## src/rtl/usb_lpm_pkg.sv

```systemverilog
package usb_lpm_pkg;
    localparam int NFLAG = 4;

    typedef enum logic [1:0] {
        FL_SUSP = 2'd0,
        FL_WAKE = 2'd1,
        FL_UPRS = 2'd2,
        FL_EOR  = 2'd3
    } flag_idx_e;

    typedef struct packed {
        logic susp_ev;
        logic wake_ev;
    } line_ev_t;

    typedef struct packed {
        logic start;
        logic pend;
        logic drive;
    } rwk_st_t;

    function automatic int cnt_w(input int limit);
        return (limit < 2) ? 1 : $clog2(limit);
    endfunction
endpackage

```

## src/rtl/usb_line_timer.sv

```systemverilog
module usb_line_timer
    import usb_lpm_pkg::*;
#(
    parameter int SUSP_MS = 3
) (
    input  logic     clk,
    input  logic     rst,
    input  logic     ms_tick,
    input  logic     bus_idle,
    output line_ev_t ev
);
    localparam int CW = cnt_w(SUSP_MS);
    localparam logic [CW-1:0] LAST = CW'(SUSP_MS - 1);

    logic [CW-1:0] idle_cnt;
    logic          armed;
    logic          prev_idle;

    always_comb begin
        ev.susp_ev = bus_idle && ms_tick && armed && (idle_cnt == LAST);
        ev.wake_ev = !bus_idle && prev_idle;
    end

    always_ff @(posedge clk) begin
        if (rst) begin
            idle_cnt  <= '0;
            armed     <= 1'b1;
            prev_idle <= 1'b1;
        end else begin
            prev_idle <= bus_idle;
            if (!bus_idle) begin
                idle_cnt <= '0;
                armed    <= 1'b1;
            end else begin
                if (ms_tick && idle_cnt != LAST) idle_cnt <= idle_cnt + 1'b1;
                if (ev.susp_ev) armed <= 1'b0;
            end
        end
    end

    assert_susp_needs_idle_R1: assert property (@(posedge clk) disable iff (rst)
        ev.susp_ev |=> !ev.susp_ev);
    assert_wake_after_idle_R2: assert property (@(posedge clk) disable iff (rst)
        ev.wake_ev |-> $past(bus_idle));
endmodule

```

## src/rtl/usb_rwk_seq.sv

```systemverilog
module usb_rwk_seq
    import usb_lpm_pkg::*;
#(
    parameter int RWK_MS = 5,
    parameter int DRV_MS = 2
) (
    input  logic    clk,
    input  logic    rst,
    input  logic    ms_tick,
    input  logic    bus_idle,
    input  logic    susp_flag,
    input  logic    req,
    output rwk_st_t st
);
    localparam int RW = cnt_w(RWK_MS);
    localparam int DW = cnt_w(DRV_MS);
    localparam logic [RW-1:0] RLAST = RW'(RWK_MS - 1);
    localparam logic [DW-1:0] DLAST = DW'(DRV_MS - 1);

    logic [RW-1:0] wait_cnt;
    logic [DW-1:0] drv_cnt;
    logic          pend, drive;

    assign st.pend  = pend;
    assign st.drive = drive;
    assign st.start = pend && !drive && bus_idle && ms_tick && (wait_cnt == RLAST);

    always_ff @(posedge clk) begin
        if (rst) begin
            pend     <= 1'b0;
            drive    <= 1'b0;
            wait_cnt <= '0;
            drv_cnt  <= '0;
        end else begin
            if (req && susp_flag && !pend) pend <= 1'b1;
            if (!pend || drive || !bus_idle) wait_cnt <= '0;
            else if (ms_tick && wait_cnt != RLAST) wait_cnt <= wait_cnt + 1'b1;
            if (st.start) begin
                drive   <= 1'b1;
                drv_cnt <= '0;
            end else if (drive && ms_tick) begin
                if (drv_cnt == DLAST) begin
                    drive <= 1'b0;
                    pend  <= 1'b0;
                end else begin
                    drv_cnt <= drv_cnt + 1'b1;
                end
            end
        end
    end

    assert_accept_gated_R4: assert property (@(posedge clk) disable iff (rst)
        $rose(pend) |-> $past(susp_flag) && $past(req));
    assert_drive_in_pending_R5: assert property (@(posedge clk) disable iff (rst)
        drive |-> pend);
    assert_pending_ends_with_drive_R6: assert property (@(posedge clk) disable iff (rst)
        $fell(pend) |-> $fell(drive));
endmodule

```

## src/rtl/usb_flag_bank.sv

```systemverilog
module usb_flag_bank
    import usb_lpm_pkg::*;
(
    input  logic             clk,
    input  logic             rst,
    input  logic [NFLAG-1:0] set,
    input  logic [NFLAG-1:0] hw_clr,
    input  logic [NFLAG-1:0] sw_clr,
    output logic [NFLAG-1:0] q
);
    for (genvar i = 0; i < NFLAG; i++) begin : g_flag
        always_ff @(posedge clk) begin
            if (rst)                        q[i] <= 1'b0;
            else if (set[i])                q[i] <= 1'b1;
            else if (hw_clr[i] || sw_clr[i]) q[i] <= 1'b0;
        end

        assert_set_wins_R8: assert property (@(posedge clk) disable iff (rst)
            set[i] |=> q[i]);
        assert_clear_takes_R8: assert property (@(posedge clk) disable iff (rst)
            (sw_clr[i] && !set[i]) |=> !q[i]);
    end
endmodule

```

## src/rtl/usb_lpm_ctrl.sv

```systemverilog
module usb_lpm_ctrl
    import usb_lpm_pkg::*;
#(
    parameter int SUSP_MS = 3,
    parameter int RWK_MS  = 5,
    parameter int DRV_MS  = 2
) (
    input  logic             clk,
    input  logic             rst,
    input  logic             ms_tick,
    input  logic             bus_idle,
    input  logic             host_eor,
    input  logic             rwk_req,
    input  logic [NFLAG-1:0] flag_clr,
    input  logic [NFLAG-1:0] irq_en,
    input  logic             detach_we,
    input  logic             detach_val,
    input  logic             freeze_we,
    input  logic             freeze_val,
    output logic [NFLAG-1:0] flags,
    output logic             irq,
    output logic             rwk_pending,
    output logic             resume_drive,
    output logic             pullup_en,
    output logic             clk_frozen
);
    line_ev_t         lev;
    rwk_st_t          rst_st;
    logic [NFLAG-1:0] set_v, hclr_v;
    logic             detach_q, freeze_q;

    usb_line_timer #(.SUSP_MS(SUSP_MS)) u_line (
        .clk(clk), .rst(rst), .ms_tick(ms_tick), .bus_idle(bus_idle), .ev(lev)
    );

    usb_rwk_seq #(.RWK_MS(RWK_MS), .DRV_MS(DRV_MS)) u_rwk (
        .clk(clk), .rst(rst), .ms_tick(ms_tick), .bus_idle(bus_idle),
        .susp_flag(flags[FL_SUSP]), .req(rwk_req), .st(rst_st)
    );

    always_comb begin
        set_v           = '0;
        hclr_v          = '0;
        set_v[FL_SUSP]  = lev.susp_ev;
        set_v[FL_WAKE]  = lev.wake_ev;
        set_v[FL_UPRS]  = rst_st.start;
        set_v[FL_EOR]   = host_eor;
        hclr_v[FL_SUSP] = lev.wake_ev || rst_st.start;
        hclr_v[FL_WAKE] = lev.susp_ev;
    end

    usb_flag_bank u_flags (
        .clk(clk), .rst(rst), .set(set_v), .hw_clr(hclr_v), .sw_clr(flag_clr), .q(flags)
    );

    always_ff @(posedge clk) begin
        if (rst) begin
            detach_q <= 1'b1;
            freeze_q <= 1'b0;
        end else begin
            if (detach_we) detach_q <= detach_val;
            if (freeze_we) freeze_q <= freeze_val;
        end
    end

    assign irq          = |(flags & irq_en);
    assign rwk_pending  = rst_st.pend;
    assign resume_drive = rst_st.drive;
    assign pullup_en    = !detach_q;
    assign clk_frozen   = freeze_q;

    assert_no_dual_sw_R3: assert property (@(posedge clk) disable iff (rst)
        $rose(flags[FL_SUSP]) |-> !flags[FL_WAKE]);
    assert_wake_kills_susp_R3: assert property (@(posedge clk) disable iff (rst)
        $rose(flags[FL_WAKE]) |-> !flags[FL_SUSP]);
    assert_resume_sets_flag_R5: assert property (@(posedge clk) disable iff (rst)
        $rose(resume_drive) |-> flags[FL_UPRS] && !flags[FL_SUSP]);
    assert_eor_sets_R7: assert property (@(posedge clk) disable iff (rst)
        host_eor |=> flags[FL_EOR]);
    assert_pullup_write_R9: assert property (@(posedge clk) disable iff (rst)
        detach_we |=> (pullup_en == !$past(detach_val)));
endmodule

```

## config.mk

```make
export PLATFORM = sky130hd
export DESIGN_NAME = usb_lpm_ctrl
export DESIGN_NICKNAME = d
export VERILOG_FILES = /design/src/rtl/usb_lpm_pkg.sv /design/src/rtl/usb_line_timer.sv /design/src/rtl/usb_rwk_seq.sv /design/src/rtl/usb_flag_bank.sv /design/src/rtl/usb_lpm_ctrl.sv
export SDC_FILE = /design/constraint.sdc
export NUM_CORES = 1
export LEC_CHECK = 0
export BUFFER_PORTS_ARGS = -buffer_cell sky130_fd_sc_hd__buf_2
export CORE_MARGIN = 10
export CORE_UTILIZATION = 45
export CTS_CLUSTER_DIAMETER = 80
export DETAILED_ROUTE_END_ITERATION = 10
export HOLD_SLACK_MARGIN = 0.1
export PLACE_DENSITY_LB_ADDON = 0.3
export RECOVER_POWER = 100
export REMOVE_ABC_BUFFERS = 1
export SETUP_SLACK_MARGIN = 0.1
export SLEW_MARGIN = 25
export SYNTH_ARGS = -nofsm -noshare
export SYNTH_HDL_FRONTEND = slang
export SYNTH_SLANG_ARGS = --single-unit
```

## constraint.sdc

```tcl
create_clock -name clk -period 1.5 [get_ports clk]
set_clock_uncertainty 0.1 [all_clocks]
set_input_delay 0.375 -clock clk [delete_from_list [all_inputs] [get_ports clk]]
set_output_delay 0.375 -clock clk [all_outputs]
set_load 0.005 [all_outputs]
```

After elaboration in Yosys (flattened, before gate mapping)
Index checks and enable logic that the tools add are counted.
Widths: inputs -> output; s select.
{"block": "totals", "wordCells": 71, "reg_bits": 16, "out_inout_bits": 9, "in_bits": 18}
{"block": "op_classes", "addsub": 3, "n_eq_ne": 4, "muxes": 16, "bitwise_logic": 2, "reduce_logical": 33}
{"op": "$mux 1", "count": 16}
{"op": "$logic_and 1x1->1", "count": 13}
{"op": "$reduce_bool 2->1", "count": 6}
{"op": "$reduce_or 2->1", "count": 3}
{"op": "$logic_or 1x1->1", "count": 5}
{"op": "$and 4x4->4", "count": 1}
{"op": "$logic_not 1->1", "count": 4}
{"op": "$reduce_or 4->1", "count": 1}
{"op": "$add 3x1->3 const B", "count": 1}
{"op": "$eq 3x3->1 const B", "count": 1}
{"op": "$ne 3x3->1 const B", "count": 1}
{"op": "$add 2x1->2 const B", "count": 1}
{"op": "$eq 2x2->1 const B", "count": 1}
{"op": "$ne 2x2->1 const B", "count": 1}
{"op": "$reduce_and 2->1", "count": 1}
{"op": "$add 1x1->1 const B", "count": 1}
{"op": "$not 1->1", "count": 1}

Logic depth before layout (Yosys ltp)
{"block": "logic_depth", "ltp_word": 9, "depth_mapped": 5, "ltp_nobuf": 5}

Modules after synthesis
Synthesis repeated with hierarchy kept, for this count alone.
{"block": "hier_totals", "cells_unflattened": 77, "area_unflattened_um2": 725.7}
{"module": "usb_rwk_seq", "seq_area_each_um2": 120.1, "cells_each": 30, "n_inst": 1, "area_per_inst_um2": 295.3}
{"module": "usb_line_timer", "seq_area_each_um2": 80.1, "cells_each": 18, "n_inst": 1, "area_per_inst_um2": 178.9}
{"module": "usb_flag_bank", "seq_area_each_um2": 80.1, "cells_each": 16, "n_inst": 1, "area_per_inst_um2": 150.1}
{"module": "usb_lpm_ctrl", "seq_area_each_um2": 40.0, "cells_each": 13, "n_inst": 1, "area_per_inst_um2": 101.3}

Worst setup path before layout
No wires, ideal clock.
{"block": "synth_timing", "path_type": "reg2reg", "start": "register u_rwk.wait_cnt[0]", "end": "register u_rwk.wait_cnt[1]", "arrival_time_ns": 1.014, "period_less_slack_ns": 1.230, "setup_time_ns": 0.116, "required_ns": 1.284, "path_buffers": 0, "setup_slack_ns": 0.270, "path_stages_with_launch": 6, "cell_sequence": "dfxtp_1 inv_1 ha_1 a21boi_2 mux2i_1 nor2_1"}
{"block": "synth_via", "elab_chain_len": 2, "elab_cells_between_ends": 3, "cone_classes": "1 x add/sub; 1 x eq/ne; 1 x reduce/logical"}
{"item": "start, declared", "line": "usb_rwk_seq.sv:20", "text": "logic [RW-1:0] wait_cnt;"}
{"item": "start signal, assigned", "line": "usb_rwk_seq.sv:37", "text": "else if (ms_tick && wait_cnt != RLAST) wait_cnt <= wait_cnt + 1'b1;"}
{"item": "parallel branches: the longest is 2 deep, another holds $add 3x1->3"}
Parallel ways; which one is timed is not known.
A chain may end at the register's enable or synchronous reset.

Worst setup path in the final report
{"block": "layout_timing", "start": "register u_flags.q[1]", "end": "output irq"}
{"block": "layout_via", "elab_chain_len": 2}
{"item": "start, declared", "line": "usb_flag_bank.sv:9", "text": "output logic [NFLAG-1:0] q"}
{"item": "start signal, assigned by index", "line": "usb_flag_bank.sv:13", "text": "if (rst) q[i] <= 1'b0;"}
{"item": "start signal, assigned by index", "line": "usb_flag_bank.sv:14", "text": "else if (set[i]) q[i] <= 1'b1;"}
{"item": "start signal, assigned by index", "line": "usb_flag_bank.sv:15", "text": "else if (hw_clr[i] || sw_clr[i]) q[i] <= 1'b0;"}
{"item": "$and 4x4->4", "line": "usb_lpm_ctrl.sv:66", "text": "assign irq = |(flags & irq_en);"}
{"item": "$reduce_or 4->1", "line": "usb_lpm_ctrl.sv:66"}
{"item": "end, declared", "line": "usb_lpm_ctrl.sv:21", "text": "output logic irq,"}
No other way between the ends.

==> impl_metrics.py <==
metrics = {
    "detailed_routing": {
        "drt_pass1_iterations": 4,
        "viasPerCell": 5.17,
        "vias": 595,
        "wire_per_inst_microns": 13.3,
        "drt_iter0_markers": 8,
        "routed_wl_microns": 1530,
        "drc": 0,
        "ant_nets": 0,
    },
    "timing": {
        "setup_viol": 0,
        "tightest_slew_ns": 0.347,
        "hold_viol_final": 0,
        "slew_headroom_pct": 76.9,
        "fmax_mhz": 707,
        "setup_tns_ns": 0,
        "maxSlewViolCount": 0,
        "hold_ws_ns": 0.214,
        "period_share_pct": 94.3,
        "fin_crit_ns": 1.41,
        "layout_setup_ws_ns": 0.0855,
        "rsz0062_at_grt": "true",
    },
    "die": {
        "core_sq_um": 1350,
        "die_w_microns": 58.8,
        "initial_core_util_pct": 50.0,
        "die_y_microns": 58.8,
        "num_rows": 13,
        "io_pins": 27,
        "dieArea_sq_um": 3450,
    },
    "cts": {
        "cts_tree": "done",
        "cts-buffers-inserted": 3,
        "cts.reportedPaths.clkPinSlew_ns": 0.09,
        "root_buffer": "clkbuf_4",
        "htree_levels": 1,
        "cts_hold_buf": 0,
        "clkLatencyLatePin_ns": 0.27,
        "clockBufferDepth": 2,
        "clock-sinks": 16,
    },
    "setup_path": {
        "cp_cell_sequence": "a22oi_2, nand2_1, buf_2",
        "crit_required_ns": 1.02,
        "slowest_delay_ns": 0.33,
        "arrival_ns": 0.94,
        "crit_path_start_kind": "flip-flop",
        "crit_slowest_cell": "dfxtp_1",
        "path_class": "flip-flop to output pin",
        "crit-reg2reg-launch": "u_rwk.wait_cnt[1]",
        "critPathMaxFanout": 2,
        "cp-end-kind": "output pin",
        "setup.worst_path.start": "u_flags.q[1]",
    },
    "placed_design": {
        "hpwlAfterDp_microns": 1180,
        "gp_congestion": 0.687,
        "post-place-ws_ns": 0.175,
        "dp.cells": 110,
        "portBuffers": 26,
    },
    "synth": {
        "ys_warn_count": 0,
        "yosys.area_share.simple_pct": 22.4,
        "synthMuxAreaShare_pct": 2.96,
        "ys_types": 27,
        "avgSynthCellArea_sq_um": 9.52,
        "synth_compound_area_share_pct": 13.9,
        "syn-cell-area_sq_um": 676,
        "synthAdderAreaFrac_pct": 5.56,
        "ys_ff_latch": 16,
        "synth_top_family_by_area": "simple AND/OR/NAND/NOR gates",
        "syn_inst": 71,
        "synthXorXnorAreaFrac_pct": 2.59,
        "seq_area_frac_synth_pct": 47.4,
    },
    "layout": {
        "n_fill_cell": 128,
        "diodes": 0,
        "seq_area_sq_um": 323,
        "multi_input_area_sq_um": 325,
        "drive_above_1_share_pct": 33.0,
        "fin_nets": 123,
        "fin_cells": 115,
        "area_delta_synth_final_pct": 25.7,
        "final_cell_mix": "20 x buf_2, 14 x dfxtp_1, 6 x nor2_1, 6 x clkbuf_1",
        "mostFrequentLayoutCell": "buf_2",
    },
    "hold_path": {
        "hold_class": "primary input to flip-flop",
        "worstHoldStart": "detach_we",
    },
    "run_status": {
        "outcome": "finished clean",
    },
    "global_route": {
        "overflow": 0,
        "grt_usage_pct": 9.15,
        "grt_pass1_vias": 594,
        "antenna_found_initial": 0,
        "grt_max_degree": 10,
        "grt_pass1_wl_microns": 2550,
    },
    "power_and_ir_drop": {
        "pwr_density_cell_nw_per_um2": 868,
        "ir_drop_v": 0.000578,
        "p_leak_nw": 0.381,
    },
    "flow_run": {
        "maxCapViolCount": 0,
    },
}
[per-layer routing]
layer,GRT usage (%),wire (microns),vias to the layer above
met5,0,0,-
met4,3.93,15,0
met3,4.94,165,2
met2,16.1,744,15
met1,8.56,602,276
li1,-,-,302
[worst paths after layout]
kind,end,slack (ns),cells past startpoint
worst min register to register,u_line.armed,0.35,2
worst max-delay path,irq,0.09,3
worst min-delay path,detach_q,0.21,2
worst max register to register,u_rwk.wait_cnt[1],0.15,5
[flip-flops by register name, summed over array words and instances, names as in the netlist]
| register | flops |
|---|---|
| u_flags.q | 4 |
| u_rwk.wait_cnt | 3 |
| u_line.idle_cnt | 2 |
| clk_frozen | 1 |
| detach_q | 1 |
| u_line.armed | 1 |
| u_line.prev_idle | 1 |
| u_rwk.drive | 1 |
| u_rwk.drv_cnt | 1 |
| u_rwk.pend | 1 |
[synthesized netlist by cell type]
library cell	count	area (sq um)
a22oi_1	2	15.0
nor3_1	2	10.0
dfxtp_1	16	320
o21a_1	2	15.0
ha_1	3	37.5
and2b_2	1	8.76
buf_4	1	7.51
xnor2_1	2	17.5
nand2_1	5	18.8
inv_1	6	22.5
mux2i_1	2	20.0
nand4b_1	1	8.76
o211ai_1	1	7.51
buf_2	1	5.00
nor3b_2	1	12.5
nand4_1	2	12.5
a211oi_1	1	7.51
nor2_1	6	22.5
nor2b_1	3	18.8
a21boi_2	1	11.3
a21oi_1	5	25.0
o22ai_1	1	6.26
nand2b_1	1	6.26
a31oi_1	1	6.26
nand3b_1	2	15.0
and4b_2	1	11.3
or2_2	1	6.26
[worst max-delay path, delay by kind of cell, from the launching register on]
| kind | cells | cell delay [ns] |
|---|---|---|
| DFF | 1 | 0.33 |
| and+or+nand+nor | 1 | 0.06 |
| buffers and inverters | 1 | 0.12 |
| AOI/OAI and AO/OA | 1 | 0.15 |
[repair_timing]
action | 4_1_cts | 5_1_grt
pin swaps | 2 | 6
endpoints found under the setup margin | 1 | 8
buffers inserted | 2 | 0
resized for setup | 3 | 9
hold endpoints to repair | 0 | 0
[per-stage QoR]
| step | utilization [%] | total power (W) | cell area (sq um) |
|---|---|---|---|
| finish | 62.9 | 0.000737 | 850 |
| CTS | 63.5 | 0.000747 | 857 |
| detailed placement | 60.1 | 0.000530 | 812 |
| global route | 62.9 | 0.000780 | 850 |
| global placement | 60.1 | 0.000528 | 812 |
| floorplan | - | 0.000487 | 663 |
[layout make-up]
type	count	share of cell area [%]
multi-input cells	47	38.3
repair buffers	28	16.2
clock buffers	3	2.65
inverters	6	2.65
flip-flops and latches	16	38.0
well taps	15	2.21
[where the power goes]
group	switching [W]	total (W)	internal, W	leakage, nW
registers	0.00000628	0.000442	0.000436	0.132
clock network	0.000121	0.000213	0.0000928	0.0138
logic	0.0000381	0.0000811	0.0000431	0.236
[logic make-up after synthesis]
group | Yosys count
mux | 2
fa+ha+maj | 3
compound gates | 14
xor+xnor | 2
simple gates | 26
flops | 16
buf+inv | 8
(Power assumes the default switching activity.)
